--- src/rtl/ardma_pkg.sv ---
package ardma_pkg;
  localparam int NSRC   = 2;
  localparam int SRC_PERIOD = 0;
  localparam int SRC_WRAP   = 1;
  localparam int RAW    = 5;

  typedef enum logic [2:0] {
    RG_CTRL   = 3'd0,
    RG_CLR    = 3'd1,
    RG_START  = 3'd2,
    RG_FINISH = 3'd3,
    RG_INIT   = 3'd4,
    RG_PERIOD = 3'd5,
    RG_STATUS = 3'd6,
    RG_VIEW   = 3'd7
  } reg_idx_e;

  typedef enum logic [1:0] {
    VIEW_PTR = 2'd0,
    VIEW_CNT = 2'd1
  } view_sel_e;
endpackage

--- src/rtl/ardma_regs.sv ---
module ardma_regs
  import ardma_pkg::*;
#(
  parameter int DW = 32,
  parameter int CW = 16
) (
  input  logic            clk,
  input  logic            rst,
  input  logic            cfg_we,
  input  logic [RAW-1:0]  cfg_addr,
  input  logic [DW-1:0]   cfg_wdata,
  output logic [DW-1:0]   cfg_rdata,
  output logic            run,
  output logic [NSRC-1:0] ien,
  output logic [NSRC-1:0] clr,
  output logic [DW-1:0]   start_a,
  output logic [DW-1:0]   finish_a,
  output logic [CW-1:0]   period_n,
  output logic            init_load,
  input  logic [DW-1:0]   cur_addr,
  input  logic [CW-1:0]   cnt,
  input  logic [NSRC-1:0] pend
);
  reg_idx_e    idx;
  view_sel_e   vsel;
  logic [DW-1:0] init_q;
  logic [DW-1:0] rd_nxt;

  assign idx       = reg_idx_e'(cfg_addr[RAW-1:2]);
  assign init_load = cfg_we && (idx == RG_INIT);

  always_ff @(posedge clk) begin
    if (rst) begin
      run      <= 1'b0;
      ien      <= '0;
      clr      <= '0;
      vsel     <= VIEW_PTR;
      start_a  <= '0;
      finish_a <= '0;
      init_q   <= '0;
      period_n <= '0;
    end else if (cfg_we) begin
      case (idx)
        RG_CTRL: begin
          run <= cfg_wdata[0];
          ien <= cfg_wdata[NSRC:1];
        end
        RG_CLR: begin
          clr  <= cfg_wdata[NSRC-1:0];
          vsel <= view_sel_e'(cfg_wdata[5:4]);
        end
        RG_START:  start_a  <= cfg_wdata;
        RG_FINISH: finish_a <= cfg_wdata;
        RG_INIT:   init_q   <= cfg_wdata;
        RG_PERIOD: period_n <= cfg_wdata[CW-1:0];
        default: ;
      endcase
    end
  end

  always_comb begin
    rd_nxt = '0;
    case (idx)
      RG_CTRL: begin
        rd_nxt[0]      = run;
        rd_nxt[NSRC:1] = ien;
      end
      RG_CLR: begin
        rd_nxt[NSRC-1:0] = clr;
        rd_nxt[5:4]      = vsel;
      end
      RG_START:  rd_nxt = start_a;
      RG_FINISH: rd_nxt = finish_a;
      RG_INIT:   rd_nxt = init_q;
      RG_PERIOD: rd_nxt[CW-1:0] = period_n;
      RG_STATUS: rd_nxt[NSRC-1:0] = pend;
      RG_VIEW: begin
        if (vsel == VIEW_PTR)      rd_nxt = cur_addr;
        else if (vsel == VIEW_CNT) rd_nxt[CW-1:0] = cnt;
      end
      default: rd_nxt = '0;
    endcase
  end

  always_ff @(posedge clk) begin
    if (rst) cfg_rdata <= '0;
    else     cfg_rdata <= rd_nxt;
  end
endmodule

--- src/rtl/ardma_addr_gen.sv ---
module ardma_addr_gen #(
  parameter int DW          = 32,
  parameter int CW          = 16,
  parameter int BURST_BYTES = 8
) (
  input  logic          clk,
  input  logic          rst,
  input  logic          run,
  input  logic          ack,
  input  logic [DW-1:0] start_a,
  input  logic [DW-1:0] finish_a,
  input  logic [CW-1:0] period_n,
  input  logic          init_load,
  input  logic [DW-1:0] init_val,
  output logic          brq_valid,
  output logic [DW-1:0] cur_addr,
  output logic [CW-1:0] cnt,
  output logic          ev_period,
  output logic          ev_wrap
);
  localparam logic [DW-1:0] STEP = DW'(BURST_BYTES);
  localparam logic [CW-1:0] ONE  = CW'(1);

  logic fire, at_end, cnt_hit;

  assign brq_valid = run;
  assign fire      = run && ack && !init_load;
  assign at_end    = (cur_addr == finish_a);
  assign cnt_hit   = (period_n != '0) && (cnt == period_n - ONE);
  assign ev_wrap   = fire && at_end;
  assign ev_period = fire && cnt_hit;

  always_ff @(posedge clk) begin
    if (rst) begin
      cur_addr <= '0;
      cnt      <= '0;
    end else if (init_load) begin
      cur_addr <= init_val;
      cnt      <= '0;
    end else if (fire) begin
      cur_addr <= at_end ? start_a : cur_addr + STEP;
      cnt      <= cnt_hit ? '0 : cnt + ONE;
    end
  end
endmodule

--- src/rtl/ardma_irq.sv ---
module ardma_irq
  import ardma_pkg::*;
(
  input  logic            clk,
  input  logic            rst,
  input  logic [NSRC-1:0] ev,
  input  logic [NSRC-1:0] clr,
  input  logic [NSRC-1:0] ien,
  output logic [NSRC-1:0] pend,
  output logic            irq
);
  for (genvar i = 0; i < NSRC; i++) begin : g_src
    always_ff @(posedge clk) begin
      if (rst || clr[i]) pend[i] <= 1'b0;
      else if (ev[i])    pend[i] <= 1'b1;
    end
  end

  assign irq = |(pend & ien);
endmodule

--- src/rtl/audio_ring_dma.sv ---
module audio_ring_dma
  import ardma_pkg::*;
#(
  parameter int DW          = 32,
  parameter int CW          = 16,
  parameter int BURST_BYTES = 8
) (
  input  logic           clk,
  input  logic           rst,
  input  logic           cfg_we,
  input  logic [RAW-1:0] cfg_addr,
  input  logic [DW-1:0]  cfg_wdata,
  output logic [DW-1:0]  cfg_rdata,
  output logic           brq_valid,
  output logic [DW-1:0]  brq_addr,
  input  logic           brq_ack,
  output logic           irq
);
  logic            run;
  logic [NSRC-1:0] ien, clr_q, pend, ev;
  logic [DW-1:0]   start_a, finish_a, cur_addr;
  logic [CW-1:0]   period_n, cnt;
  logic            init_load, ev_period, ev_wrap;

  ardma_regs #(.DW(DW), .CW(CW)) u_regs (
    .clk(clk), .rst(rst), .cfg_we(cfg_we), .cfg_addr(cfg_addr),
    .cfg_wdata(cfg_wdata), .cfg_rdata(cfg_rdata), .run(run), .ien(ien),
    .clr(clr_q), .start_a(start_a), .finish_a(finish_a),
    .period_n(period_n), .init_load(init_load), .cur_addr(cur_addr),
    .cnt(cnt), .pend(pend)
  );

  ardma_addr_gen #(.DW(DW), .CW(CW), .BURST_BYTES(BURST_BYTES)) u_addr (
    .clk(clk), .rst(rst), .run(run), .ack(brq_ack), .start_a(start_a),
    .finish_a(finish_a), .period_n(period_n), .init_load(init_load),
    .init_val(cfg_wdata), .brq_valid(brq_valid), .cur_addr(cur_addr),
    .cnt(cnt), .ev_period(ev_period), .ev_wrap(ev_wrap)
  );

  always_comb begin
    ev = '0;
    ev[SRC_PERIOD] = ev_period;
    ev[SRC_WRAP]   = ev_wrap;
  end

  ardma_irq u_irq (
    .clk(clk), .rst(rst), .ev(ev), .clr(clr_q), .ien(ien),
    .pend(pend), .irq(irq)
  );

  assign brq_addr = cur_addr;
endmodule

--- config.mk ---
export PLATFORM = sky130hd
export DESIGN_NAME = audio_ring_dma
export DESIGN_NICKNAME = d
export VERILOG_FILES = /design/src/rtl/ardma_pkg.sv /design/src/rtl/ardma_regs.sv /design/src/rtl/ardma_addr_gen.sv /design/src/rtl/ardma_irq.sv /design/src/rtl/audio_ring_dma.sv
export SDC_FILE = /design/constraint.sdc
export NUM_CORES = 1
export LEC_CHECK = 0
export CAP_MARGIN = 20
export CORE_MARGIN = 2
export CORE_UTILIZATION = 62
export CTS_CLUSTER_DIAMETER = 80
export DETAILED_ROUTE_END_ITERATION = 12
export DONT_BUFFER_PORTS = 1
export HOLD_SLACK_MARGIN = 0.12
export PLACE_DENSITY = 0.9
export SLEW_MARGIN = 30
export SYNTH_ARGS = -nofsm -noshare
export SYNTH_HDL_FRONTEND = slang
export SYNTH_SLANG_ARGS = --single-unit
--- constraint.sdc ---
create_clock -name clk -period 3.6 [get_ports clk]
set_input_delay 0.54 -clock clk [delete_from_list [all_inputs] [get_ports clk]]
set_output_delay 0.54 -clock clk [all_outputs]
set_load 0.005 [all_outputs]
After elaboration in Yosys (flattened, before gate mapping)

Index checks and enable logic that the tools add are counted.

Equality and inequality tests: 10
Muxes and demuxes: 13
Add/subtract/negate cells: 3
Reductions and logical operators: 21
Bitwise logic cells: 1

Operators with widths:

| operator              | count |
|---|---|
| $mux 32               | 3 |
| $mux 16               | 4 |
| $pmux 16 s4           | 1 |
| $pmux 10 s5           | 1 |
| $add 32x4->32 const B | 1 |
| $eq 32x32->1          | 1 |
| $add 16x1->16 const B | 1 |
| $eq 16x16->1          | 1 |
| $pmux 2 s8            | 1 |
| $reduce_bool 16->1    | 1 |
| $sub 16x1->16 const B | 1 |
| $eq 3x3->1 const B    | 4 |
| $pmux 2 s6            | 1 |
| $reduce_and 2->1      | 6 |
| $eq 3x2->1 const B    | 2 |
| $logic_and 1x1->1     | 6 |
| $pmux 1 s6            | 1 |
| $pmux 1 s5            | 1 |
| $reduce_or 2->1       | 2 |
| $eq 3x1->1 const B    | 1 |
| $logic_not 3->1       | 1 |
| $and 2x2->2           | 1 |
| $eq 2x1->1 const B    | 1 |
| $logic_not 2->1       | 1 |
| other kinds (3)       | 4 |

Output and inout port bits: 66
Logic and storage cells: 61
Input port bits: 41
Register bits: 201

Depth between registers and ports, before layout

Word-level depth: 6
Depth in mapped cells: 11
Gate-level depth less buffers: 10

Modules after synthesis

From an unflattened synthesis, not the netlist that was laid out.

Cell total of the unflattened synthesis: 1287
Area total of the unflattened synthesis: 10196.0 um2

Modules (own cells, without submodules):

| module         | cells each | area each (um2) | times used | seq. area each (um2) |
|---|---|---|---|---|
| ardma_regs     | 737        | 6150.9          | 1          | 3022.9 |
| ardma_addr_gen | 543        | 3978.8          | 1          | 960.9 |
| ardma_irq      | 7          | 66.3            | 1          | 40.0 |

Least setup slack after synthesis

No wires, ideal clock.

Kind: reg-to-reg
From: register u_regs.period_n[0]
To: register u_addr.cnt[5]
Buffers on the path: 1
Setup time: 0.115 ns
Stages on the path, launching flop included: 11
Setup slack: 1.165 ns
Arrival time: 2.320 ns
Period minus slack after synthesis: 2.435 ns
Cells stage by stage: dfxtp_1 inv_1 ha_1 nor4b_4 nand3b_1 or4_1 mux2i_1 nand4_1 o21ai_1 buf_4 nor2_1

Cells in the longest elaborated chain, start to end: 4

RTL lines:

| item                   | RTL line             | source |
|---|---|---|
| from (decl)            | ardma_regs.sv:18     | `output logic [CW-1:0] period_n,` |
| from (signal assigned) | ardma_regs.sv:55     | `RG_PERIOD: period_n <= cfg_wdata[CW-1:0];` |
| $sub 16x1->16          | ardma_addr_gen.sv:29 | `assign cnt_hit = (period_n != '0) && (cnt == period_n - ONE);` |
| $eq 16x16->1           | ardma_addr_gen.sv:29 |  |
| $logic_and 1x1->1 (*)  | ardma_addr_gen.sv:29 |  |
| $mux 16 (*)            | ardma_addr_gen.sv:42 | `cnt <= cnt_hit ? '0 : cnt + ONE;` |
| to (signal assigned)   | ardma_addr_gen.sv:42 |  |
| to (decl)              | ardma_addr_gen.sv:17 | `output logic [CW-1:0] cnt,` |

Mark *: on every way between the ends. The rest lies on a longest branch, timed or not.
A chain may end at the register's enable or synchronous reset.

Worst setup path in the final report

From: register u_regs.period_n[0]
To: register u_addr.cnt[13]

The elaborated chain is that of the path after synthesis.

==> results.toml <==
[status]
status = "finished clean"

[drt]
ant_nets = 0
via_per_inst = 6.72
dr.pass1.iters = 6
wire_per_inst_um = 21.7
drc_errors = 0
vias = 9711
drtIter0Drc = 1320
wirelength_um = 31300

[timing]
hold_slack_ps = 122
final.setup.tns_ps = 0
fmax_ghz = 0.341
worstMarginPinSlew_ps = 1000
period_minus_slack_ps = 2940
skew_ps = 12.1
hold_violations = 0
drv_slew = 0
rsz0062_at_grt = "no"
setup_viol = 0
fin_ws_ps = 664
max_slew_margin = 0.329
finalCritPeriodShare = 0.816

[global_route]
grt_max_degree = 117
grt_pass1_vias = 8845
gr-usage-all-layers = 0.360
overflow = 0
antenna_found_initial = 0
grt_pass1_wl_um = 47800

[setup_path]
crit_fanout = 12
start_kind = "register"
crit_required_ps = 3990
cpPeakStageDelay_ps = 430
worstPathCellList = "inv_1 > ha_1 > nor4b_4 > nand3b_1 > or4_1 > mux2i_1 > nand4_1 > o21ai_1 > buf_4 > nor2_1"
worst-r2r-cell-count = 10
setup.worst_path.end_class = "register"
path_class = "register to register"
cp_slowest_cell = "or4_1"
cp.arrival_ps = 3330

[layout]
fill_cells = 1199
stdcell_count = 1445
area_growth_pct = 8.45
num_antenna_cells = 0
drive_above_1_share = 0.0692
layout.nets = 1263

[power]
p_per_area_nw_per_um2 = 469
power.share.clock = 0.443
p_comb_frac = 0.091
p_sw_mw = 1.24
swShare = 0.248
ir_worst_vdd_mv = 0.375
seq_power_share = 0.466
p_leak_nw = 3.63
p_int_mw = 3.76

[placement]
gp_congestion = 0.969
numPortBuffers = 0
post-place-ws_ps = 766
dp.cells = 1404
dp_hpwl_um = 19300

[floorplanning]
die_w_um = 130
die_area_um2 = 16900
core_area_um2 = 15700
initial_utilization = 0.626
fp.dieH_um = 130
rows = 46
io_pins = 107

[cts]
cts-htree-levels = 1
numClockSinks = 201
ctsLongestPathBuffers = 3
cts_setup_buffers = 0
numCtsBuffers = 21
clk_pin_slew_ps = 60
cts_tree = "done"
clockRootBuffer = "clkbuf_16"
clock_latency_ps = 500

[synthesis]
synth_compound_area_frac = 0.193
synthXorXnorAreaFrac = 0.0606
ys_ff_latch = 201
synth_mux_area_frac = 0.0604
synth_cell_types = 54
syn_avg_cell_area_um2 = 7.78
yosys_warnings = 0
ys.flop_type = "dfxtp_1"
netlist_area_um2 = 9840
synth_top_family_by_area = "simple AND/OR/NAND/NOR gates"
postSynthNetCount = 1309
synth_fa_ha_area_frac = 0.00509
synth-edff-count = 0
post_synth_and_or_nand_nor_area_fraction = 0.225
ys_seq_area_frac = 0.409
synthCells = 1264
async_flop_share = 0

[hold_path]
worstHoldPathType = "primary input to register"
min_path_cells = 1

[flow_run]
drv_cap = 0
-- power groups by stage --
stage	logic (mW)	registers [mW]	clock network, mW
global route	0.487	2.34	2.29
CTS	0.438	2.33	2.21
floorplan	0.364	2.36	0
detailed placement	0.414	2.38	0
finish	0.455	2.33	2.22
global placement	0.403	2.38	0
-- layer usage --
| layer | up-vias | part of all wire | GRT usage |
|---|---|---|---|
| met2 | 757 | 0.44 | 0.552 |
| met5 | - | 0 | 0 |
| met3 | 156 | 0.14 | 0.0988 |
| met1 | 4493 | 0.37 | 0.464 |
| met4 | 0 | 0.053 | 0.194 |
| li1 | 4305 | - | - |
-- sequential cells by signal, summed over array words and instances (netlist names) --
register	flops
u_regs.start_a	32
u_regs.period_n	16
u_regs.run	1
u_regs.ien	2
u_regs.finish_a	32
u_regs.cfg_rdata	32
u_addr.cnt	16
u_regs.clr	2
u_regs.init_q	32
u_addr.cur_addr	32
u_regs.vsel	2
u_irq.pend	2
-- final timing paths --
| kind | start | to | slack, ps |
|---|---|---|---|
| max | u_regs.period_n[0] | u_addr.cnt[13] | 660 |
| min | rst | u_regs.cfg_rdata[0] | 120 |
| max reg2reg | u_regs.period_n[0] | u_addr.cnt[13] | 660 |
| min reg2reg | u_regs.init_q[14] | u_regs.init_q[14] | 460 |
-- cells in the final DEF (no fill, tap or decap), drive strengths merged, types with 2 or more instances in the layout --
master | netlist | layout
a41oi | 4 | 4
nand2 | 273 | 273
o22ai | 20 | 20
nand4 | 17 | 17
and4 | 5 | 5
buf | 25 | 27
dfxtp | 201 | 201
nand3b | 5 | 5
nand2b | 3 | 3
a31oi | 10 | 10
nor3 | 13 | 13
clkbuf | 78 | 29
a21oi | 187 | 187
clkinv | 0 | 2
o221ai | 9 | 9
a22oi | 24 | 24
a22o | 2 | 2
inv | 11 | 11
nor2 | 109 | 109
or4 | 2 | 2
nand4b | 3 | 3
a211oi | 5 | 5
xor2 | 18 | 18
mux2 | 19 | 19
nor4 | 7 | 7
o211ai | 3 | 3
or3 | 2 | 2
nor2b | 5 | 5
nor4b | 2 | 2
a221oi | 25 | 25
ha | 4 | 4
and3 | 11 | 11
nor3b | 3 | 3
bufinv | 0 | 2
o21ai | 25 | 25
mux2i | 38 | 38
xnor2 | 50 | 50
and2 | 8 | 8
dlygate4sd3 | 0 | 7
nand3 | 31 | 31
-- synthesized netlist by cell type, drive strengths merged (17+ instances only) --
library cell,count,area [µm²]
a21oi,187,936
a221oi,25,219
a22oi,24,180
buf,25,130
clkbuf,78,293
dfxtp,201,4020
mux2,19,214
mux2i,38,380
nand2,273,1030
nand3,31,155
nand4,17,113
nor2,109,409
o21ai,25,125
o22ai,20,125
xnor2,50,438
xor2,18,158
-- what timing repair did --
action | in CTS | in global routing
resized for setup | 0 | 0
hold endpoints to repair | 16 | 0
hold buffers | 7 | 0
-- final cells by class --
| cell class | instances | area (µm²) | share of cell area |
|---|---|---|---|
| multi-input combinational | 949 | 5370 | 0.503 |
| sequential | 201 | 4020 | 0.377 |
| clock buffer | 29 | 616 | 0.0577 |
| timing repair buffer | 34 | 273 | 0.0256 |
| tap | 216 | 270 | 0.0253 |
| clock inverter | 5 | 77.6 | 0.00727 |
| inverter | 11 | 41.3 | 0.00387 |
-- kinds of logic (layout without fill, tap and decap cells) --
logic type      Yosys count  count (layout)
simple gates            500             500
compound gates          320             320
flops                   201             201
buf+inv                 114              79
xor+xnor                 68              68
mux                      57              57
fa+ha+maj                 4               4
-- worst max-delay path: cells and delay by family, from the launching register on --
kind	cells	cell delay, ps
fa+ha+maj	1	250
compound gates	1	250
buf+inv	2	390
flops	1	360
mux	1	170
simple gates	5	1390
-- metrics by stage --
step,utilization,area (µm²),power [mW]
2_1_floorplan,-,9840,2.72
3_3_place_gp,0.630,9900,2.78
3_5_place_dp,0.630,9900,2.79
4_1_cts,0.679,10700,4.97
5_1_grt,0.679,10700,5.11
6_report,0.679,10700,5.01
No activity file was read; power rests on OpenSTA's default activity.
